--- src/rtl/regu_pkg.sv ---
package regu_pkg;
  localparam int QOS_W   = 4;
  localparam int FRAC_W  = 4;
  localparam int TOK_ONE = 1 << FRAC_W;
  typedef logic [QOS_W-1:0] qos_t;
  localparam qos_t QOS_TOP = '1;
endpackage

--- src/rtl/regu_issue_gate.sv ---
module regu_issue_gate #(
  parameter int OST_W = 4,
  parameter int GAP_W = 8
) (
  input  logic             clk_i,
  input  logic             rst_ni,
  input  logic [OST_W-1:0] cfg_max_ost_i,
  input  logic [GAP_W-1:0] cfg_min_gap_i,
  input  logic             fire_i,
  input  logic             cpl_i,
  output logic             ost_ok_o,
  output logic             gap_ok_o,
  output logic             cpl_ok_o
);
  logic [OST_W-1:0] ost_q;
  logic [GAP_W-1:0] gap_q;

  assign cpl_ok_o = cpl_i && (ost_q != '0);
  assign ost_ok_o = ost_q < cfg_max_ost_i;
  assign gap_ok_o = gap_q >= cfg_min_gap_i;

  always_ff @(posedge clk_i or negedge rst_ni) begin
    if (!rst_ni) begin
      ost_q <= '0;
    end else begin
      case ({fire_i, cpl_ok_o})
        2'b10:   ost_q <= ost_q + OST_W'(1);
        2'b01:   ost_q <= ost_q - OST_W'(1);
        default: ost_q <= ost_q;
      endcase
    end
  end

  // gap_q counts cycles since the last transfer, saturating; reset as "long ago"
  always_ff @(posedge clk_i or negedge rst_ni) begin
    if (!rst_ni)       gap_q <= '1;
    else if (fire_i)   gap_q <= GAP_W'(1);
    else if (!(&gap_q)) gap_q <= gap_q + GAP_W'(1);
  end


  ost_cap_chk: assert property (@(posedge clk_i) disable iff (!rst_ni)
    fire_i |-> ost_q < cfg_max_ost_i);

  ost_spur_chk: assert property (@(posedge clk_i) disable iff (!rst_ni)
    (cpl_i && ost_q == '0 && !fire_i) |=> ost_q == '0);

  gap_space_chk: assert property (@(posedge clk_i) disable iff (!rst_ni)
    fire_i |=> (!fire_i || cfg_min_gap_i <= GAP_W'(1)));
endmodule

--- src/rtl/regu_token_bucket.sv ---
module regu_token_bucket
  import regu_pkg::*;
#(
  parameter int TOK_W  = 6,
  parameter int RATE_W = 8
) (
  input  logic              clk_i,
  input  logic              rst_ni,
  input  logic [RATE_W-1:0] cfg_rate_i,
  input  logic [TOK_W-1:0]  cfg_cap_i,
  input  logic              fire_i,
  output logic              tok_ok_o
);
  localparam int BKT_W = ((TOK_W + FRAC_W) > RATE_W ? (TOK_W + FRAC_W) : RATE_W) + 2;

  logic [BKT_W-1:0] tok_q, cap_u, after_use, refill;

  assign cap_u     = BKT_W'(cfg_cap_i) << FRAC_W;
  assign after_use = fire_i ? tok_q - BKT_W'(TOK_ONE) : tok_q;
  assign refill    = after_use + BKT_W'(cfg_rate_i);
  assign tok_ok_o  = tok_q >= BKT_W'(TOK_ONE);

  always_ff @(posedge clk_i or negedge rst_ni) begin
    if (!rst_ni) tok_q <= '0;
    else         tok_q <= (refill > cap_u) ? cap_u : refill;
  end


  tok_cover_chk: assert property (@(posedge clk_i) disable iff (!rst_ni)
    fire_i |-> tok_q >= BKT_W'(TOK_ONE));
endmodule

--- src/rtl/regu_service_mon.sv ---
module regu_service_mon
  import regu_pkg::*;
#(
  parameter int LAT_W = 10,
  parameter int WIN_W = 8
) (
  input  logic             clk_i,
  input  logic             rst_ni,
  input  logic             cpl_ok_i,
  input  logic [LAT_W-1:0] cpl_lat_i,
  input  logic [WIN_W-1:0] cfg_win_len_i,
  input  logic [WIN_W-1:0] cfg_bw_target_i,
  input  logic [LAT_W-1:0] cfg_lat_target_i,
  input  qos_t             cfg_qos_base_i,
  output qos_t             qos_o
);
  localparam int ACC_W = LAT_W + 3;
  localparam logic [WIN_W:0] W_ONE = 1;

  logic [ACC_W-1:0] acc_q;
  logic [LAT_W-1:0] avg;
  logic [WIN_W-1:0] win_q, bw_q;
  logic [WIN_W:0]   bw_eff;
  logic             win_end, miss, act_q;
  qos_t             q_q, start, bumped;

  // acc_q holds 8x the average
  assign avg     = acc_q[ACC_W-1:3];
  assign win_end = ({1'b0, win_q} + W_ONE) >= {1'b0, cfg_win_len_i};
  assign bw_eff  = {1'b0, bw_q} + {{WIN_W{1'b0}}, cpl_ok_i};
  assign miss    = (bw_eff < {1'b0, cfg_bw_target_i}) || (avg > cfg_lat_target_i);
  assign start   = act_q ? q_q : cfg_qos_base_i;
  assign bumped  = (start == QOS_TOP) ? start : start + qos_t'(1);
  assign qos_o   = act_q ? q_q : cfg_qos_base_i;

  always_ff @(posedge clk_i or negedge rst_ni) begin
    if (!rst_ni)       acc_q <= '0;
    else if (cpl_ok_i) acc_q <= acc_q - (acc_q >> 3) + ACC_W'(cpl_lat_i);
  end

  always_ff @(posedge clk_i or negedge rst_ni) begin
    if (!rst_ni) begin
      win_q <= '0;
      bw_q  <= '0;
    end else if (win_end) begin
      win_q <= '0;
      bw_q  <= '0;
    end else begin
      win_q <= win_q + WIN_W'(1);
      bw_q  <= bw_eff[WIN_W] ? '1 : bw_eff[WIN_W-1:0];
    end
  end

  always_ff @(posedge clk_i or negedge rst_ni) begin
    if (!rst_ni) begin
      act_q <= 1'b0;
      q_q   <= '0;
    end else if (win_end) begin
      if (miss) begin
        act_q <= 1'b1;
        q_q   <= bumped;
      end else begin
        act_q <= 1'b0;
      end
    end
  end


  ema_hold_chk: assert property (@(posedge clk_i) disable iff (!rst_ni)
    !cpl_ok_i |=> $stable(acc_q));

  qos_hold_chk: assert property (@(posedge clk_i) disable iff (!rst_ni)
    !win_end |=> ($stable(act_q) && $stable(q_q)));
endmodule

--- src/rtl/ingress_regulator.sv ---
module ingress_regulator
  import regu_pkg::*;
#(
  parameter int OST_W  = 4,
  parameter int GAP_W  = 8,
  parameter int TOK_W  = 6,
  parameter int RATE_W = 8,
  parameter int LAT_W  = 10,
  parameter int WIN_W  = 8
) (
  input  logic              clk_i,
  input  logic              rst_ni,
  input  logic [OST_W-1:0]  cfg_max_ost_i,
  input  logic [GAP_W-1:0]  cfg_min_gap_i,
  input  logic [RATE_W-1:0] cfg_tok_rate_i,
  input  logic [TOK_W-1:0]  cfg_tok_cap_i,
  input  logic [WIN_W-1:0]  cfg_win_len_i,
  input  logic [WIN_W-1:0]  cfg_bw_target_i,
  input  logic [LAT_W-1:0]  cfg_lat_target_i,
  input  logic [3:0]        cfg_qos_base_i,
  input  logic              req_valid_i,
  output logic              req_ready_o,
  output logic              fwd_valid_o,
  input  logic              fwd_ready_i,
  input  logic              cpl_i,
  input  logic [LAT_W-1:0]  cpl_lat_i,
  output logic [3:0]        qos_o
);
  logic ost_ok, gap_ok, tok_ok, cpl_ok, permit, fire;
  qos_t qos;

  assign permit      = ost_ok && gap_ok && tok_ok;
  assign fwd_valid_o = req_valid_i && permit;
  assign req_ready_o = fwd_ready_i && permit;
  assign fire        = req_valid_i && fwd_ready_i && permit;
  assign qos_o       = qos;

  regu_issue_gate #(.OST_W(OST_W), .GAP_W(GAP_W)) u_gate (
    .clk_i, .rst_ni,
    .cfg_max_ost_i, .cfg_min_gap_i,
    .fire_i   (fire),
    .cpl_i,
    .ost_ok_o (ost_ok),
    .gap_ok_o (gap_ok),
    .cpl_ok_o (cpl_ok)
  );

  regu_token_bucket #(.TOK_W(TOK_W), .RATE_W(RATE_W)) u_bucket (
    .clk_i, .rst_ni,
    .cfg_rate_i (cfg_tok_rate_i),
    .cfg_cap_i  (cfg_tok_cap_i),
    .fire_i     (fire),
    .tok_ok_o   (tok_ok)
  );

  regu_service_mon #(.LAT_W(LAT_W), .WIN_W(WIN_W)) u_mon (
    .clk_i, .rst_ni,
    .cpl_ok_i (cpl_ok),
    .cpl_lat_i,
    .cfg_win_len_i, .cfg_bw_target_i, .cfg_lat_target_i,
    .cfg_qos_base_i (qos_t'(cfg_qos_base_i)),
    .qos_o          (qos)
  );


  fwd_pair_chk: assert property (@(posedge clk_i) disable iff (!rst_ni)
    (fwd_valid_o && fwd_ready_i) |-> req_ready_o);
endmodule

--- config.mk ---
export PLATFORM = sky130hd
export DESIGN_NAME = ingress_regulator
export DESIGN_NICKNAME = d
export VERILOG_FILES = /design/src/rtl/regu_pkg.sv /design/src/rtl/regu_issue_gate.sv /design/src/rtl/regu_token_bucket.sv /design/src/rtl/regu_service_mon.sv /design/src/rtl/ingress_regulator.sv
export SDC_FILE = /design/constraint.sdc
export NUM_CORES = 1
export LEC_CHECK = 0
export ABC_CLOCK_PERIOD_IN_PS = 15700
export BUFFER_PORTS_ARGS = -buffer_cell sky130_fd_sc_hd__buf_4
export CAP_MARGIN = 10
export CELL_PAD_IN_SITES_DETAIL_PLACEMENT = 1
export CELL_PAD_IN_SITES_GLOBAL_PLACEMENT = 1
export CORE_MARGIN = 1
export CORE_UTILIZATION = 49
export CTS_BUF_LIST = sky130_fd_sc_hd__clkbuf_2
export DETAILED_ROUTE_END_ITERATION = 10
export GPL_TIMING_DRIVEN = 0
export PLACE_DENSITY_LB_ADDON = 0.1
export SYNTH_ARGS = -nofsm -noshare
export SYNTH_HDL_FRONTEND = slang
export SYNTH_SLANG_ARGS = --single-unit
export TNS_END_PERCENT = 50
--- constraint.sdc ---
create_clock -name clk_i -period 15.7 [get_ports clk_i]
set_input_delay 2.355 -clock clk_i [delete_from_list [all_inputs] [get_ports clk_i]]
set_output_delay 2.355 -clock clk_i [all_outputs]
set_load 0.005 [all_outputs]
==> metrics.md <==
| Metric | Value |
|---|---|
| Status | `complete, no violations` |
| Final Power | `1320 uW` |
| Gpl congestion | `0.834` |
| Multi-input logic area | `3510 um^2` |
| Worst r2r path cells | `24` |
| Worst-Skew Late Latency | `0.52 ns` |
| Crit path DAT | `8.86 ns` |
| Tmin final | `8.48 ns` |
| Area leader, netlist | `dfrtp_1` |
| Ratio of cells with drive above 1 in the final layout | `17.9%` |
| CTS tree | `done` |
| Worst-path clk slew | `0.18 ns` |
| Post-cts resize count | `0` |
| Hold path depth | `1` |
| Dominant cells by area after synthesis | `dfrtp_1 23%, ha_1 17%, inv_1 7.6%` |
| Sw frac | `47.8%` |
| Setup TNS | `0 ns` |
| Max clock buf depth | `2` |
| Pre-antenna DRT Iters | `5` |
| Placement Setup Slack | `6.76 ns` |
| Power Dens Cells | `210 nW/um^2` |
| Iter 0 DRT Violations | `174` |
| Number of post-CTS setup repair buffers | `0` |
| Synth cell types | `70` |
| Num CTS Buffers | `9` |
| Dominant synthesized flop cell | `dfrtp_1` |
| Sw Pwr | `633 uW` |
| Synth top area share | `23.1%` |
| DP HPWL | `11.8 mm` |
| Number of remaining DRC errors | `0` |
| H-tree depth | `3` |
| Syn Inst Count | `616` |
| IO Port Bufs | `76` |
| Number of synthesized flops with an enable pin | `0` |
| Layout fillers | `1265` |
| Fin Clk Skew | `0.0209 ns` |
| RSZ-0062 raised after global routing | `no` |
| First-pass GRT wire length | `24.4 mm` |
| P_int | `691 uW` |
| Placed Cells | `830` |
| Clock power frac | `9.9%` |
| Max Transition Viols Final | `0` |
| Synth async-reset ratio | `100%` |
| GR Util All Layers | `27.4%` |
| Period utilization | `54.0%` |
| Via count | `4796` |
| Seq/Total Area, Yosys | `27.0%` |
| Slew HR | `40.0%` |
| Yosys warnings | `0` |
| CTS Sinks | `58` |
| Final WS setup | `7.22 ns` |
| Synthesized area | `5410 um^2` |
| Drt via density | `5.67` |
| Core area | `10500 um^2` |
| Sequential power share | `22.0%` |
| Setup crit end kind | `register` |
| Crit path kind | `in -> reg` |
| Fmax | `0.118 GHz` |
| I/O Pins | `77` |
| Actual slew at the worst max-slew pin | `0.891 ns` |
| #FFs+latches synth | `58` |
| CP Data Required Time | `16.08 ns` |
| Cell Count, Final, Fillers Out | `846` |
| Largest net degree at the start of global routing | `59` |
| Root Driver | `clkbuf_2` |
| Gr ovfl total | `0` |
| Min-Delay Path Class | `reg -> reg` |
| DRT Wirelength | `14.7 mm` |
| ANT nets after route | `0` |
| Gate power share | `68.2%` |
| CTS Hold Bufs | `0` |
| R2R setup slack | `8.53 ns` |
| Static leakage | `0.00337 uW` |
| Hold Fails Final Rpt | `0` |
| Nets | `861` |
| Die area | `11500 um^2` |
| Initial antenna violation count | `0` |
| Chip width | `107 um` |
| Routed length per placed instance | `17.4 um` |
| Area occupied by registers | `1460 um^2` |
| Starting density of the core | `51.4%` |
| ANT cells | `0` |
| Overall die height | `107 um` |
| Peak supply drop | `0.125 mV` |
| Max Cap Viol | `0` |
| Final Setup Violations | `0` |
| Syn-to-layout area delta | `16.8%` |
| Crit Path Max Fanout | `10` |
| Syn avg cell area | `8.78 um^2` |
| CP startpoint kind | `primary input` |
| Vias in the first global route | `5258` |
| FP Rows | `37` |
## layer usage
| metal | vias up | GRT usage [%] | routed length, um |
|---|---|---|---|
| met5 | - | 0 | 0 |
| met1 | 2368 | 31.8 | 6260 |
| li1 | 2278 | - | - |
| met4 | 0 | 11.7 | 364 |
| met3 | 32 | 3.77 | 540 |
| met2 | 118 | 50.2 | 7520 |
## power groups by stage
stage	registers, uW	clock network [uW]	logic (uW)
after detailed placement	292	0	893
after CTS	290	133	907
after global placement	286	0	813
after floorplan	269	0	665
final	291	131	903
after global routing	299	137	1010
## flip-flops by register name, indices dropped and copies added, names as in the netlist
name / count
u_mon.q_q: 4
u_mon.bw_q: 8
u_mon.acc_q: 13
u_gate.ost_q: 4
u_gate.gap_q: 8
u_bucket.tok_q: 12
u_mon.win_q: 8
u_mon.act_q: 1
## path summary, 6_finish.rpt
| kind | from | end |
|---|---|---|
| worst min register to register | u_gate.ost_q[3] | u_gate.ost_q[3] |
| min in group asynchronous | rst_ni | u_mon.win_q[7] |
| max in group asynchronous | rst_ni | u_mon.bw_q[7] |
| worst max-delay path | cfg_min_gap_i[2] | u_bucket.tok_q[7] |
| worst max register to register | u_gate.gap_q[0] | u_bucket.tok_q[7] |
| worst min-delay path | u_gate.ost_q[3] | u_gate.ost_q[3] |
## worst max-delay path: stages
cell and delay [ns]:
buf_4 0.08, inv_1 0.04, ha_1 0.30, a21o_1 0.12, a31oi_1 0.04, o21ai_0 0.49, a221oi_4 0.20, nor4_1 0.55
clkbuf_1 0.46, xnor2_1 0.14, ha_1 0.37, nand3_1 0.10, o211ai_1 0.12, o21a_1 0.23, o21ai_2 0.33, nor2_1 0.10
or4b_2 0.68, o211a_1 0.17, ha_1 0.31, and2_0 0.23, nand3_1 0.09, or4_1 0.50, a211oi_1 0.42, and3_1 0.31
o32ai_1 0.12
## layout make-up
type                       count  area share (%)
multi-input combinational    443            55.6
sequential                    58            23.1
timing repair buffer          77            9.19
inverter                     110            6.54
tap                          136            2.69
clock inverter                 6            1.66
clock buffer                  10           0.792
buffer                         6           0.357
## synth_stat cells (2+ instances only)
library cell,n
a221oi_4,2
nand2b_1,8
ha_1,73
clkbuf_1,6
mux2i_1,8
mux2_2,6
or3_1,5
a31oi_1,4
and3_1,12
o32ai_1,5
inv_1,110
nor2b_1,12
xor2_1,14
xnor2_1,27
nor2_1,42
a211oi_2,2
o41ai_1,2
nor3_1,8
nand3_1,21
a21oi_1,26
nor4_1,2
o21ai_1,3
a211oi_1,3
o21ai_0,27
nand2_1,39
dfrtp_1,50
dfstp_2,8
nand4_1,6
nand3_2,3
or4_4,2
o21a_1,4
fa_1,12
o211a_1,2
a21o_1,21
o21bai_1,5
a221o_1,2
## cell families (layout without fill, tap and decap cells)
kind of cell / count (synthesis) / in the layout / share of synthesized area [%]
multiplexers: 14 / 14 / 2.73
flip-flops: 58 / 58 / 27.0
adder cells (fa/ha/maj): 85 / 85 / 21.3
other: 1 / 2 / 0.0694
XOR/XNOR: 42 / 42 / 7.06
AND/OR/NAND/NOR: 176 / 176 / 17.2
buffers and inverters: 116 / 209 / 8.05
AO/OA/AOI/OAI: 124 / 124 / 16.5
## cell usage in the layout (no fill, tap or decap), types with 8 or more instances in the layout
cell      netlist  final
dfstp_2         8      8
a21o_1         21     21
nand2_1        39     39
nand2b_1        8      8
xnor2_1        27     27
dfrtp_1        50     50
nor3_1          8      8
nor2b_1        12     12
xor2_1         14     14
fa_1           12     12
a21oi_1        26     26
nor2_1         42     42
and3_1         12     12
o21ai_0        27     27
ha_1           73     73
clkbuf_2        0     10
mux2i_1         8      8
nand3_1        21     21
inv_1         110    110
buf_4           0     76
## metrics by stage
step | utilization [%] | cell area, um^2 | hold slack, ns
after global routing | 60.1 | 6320 | 0.557
after floorplan | - | 5410 | 0.450
after CTS | 60.1 | 6320 | 0.526
after detailed placement | 58.6 | 6160 | 0.487
after global placement | 58.5 | 6150 | 0.467
final | 60.1 | 6320 | 0.524
No activity file was read; power rests on OpenSTA's default activity.
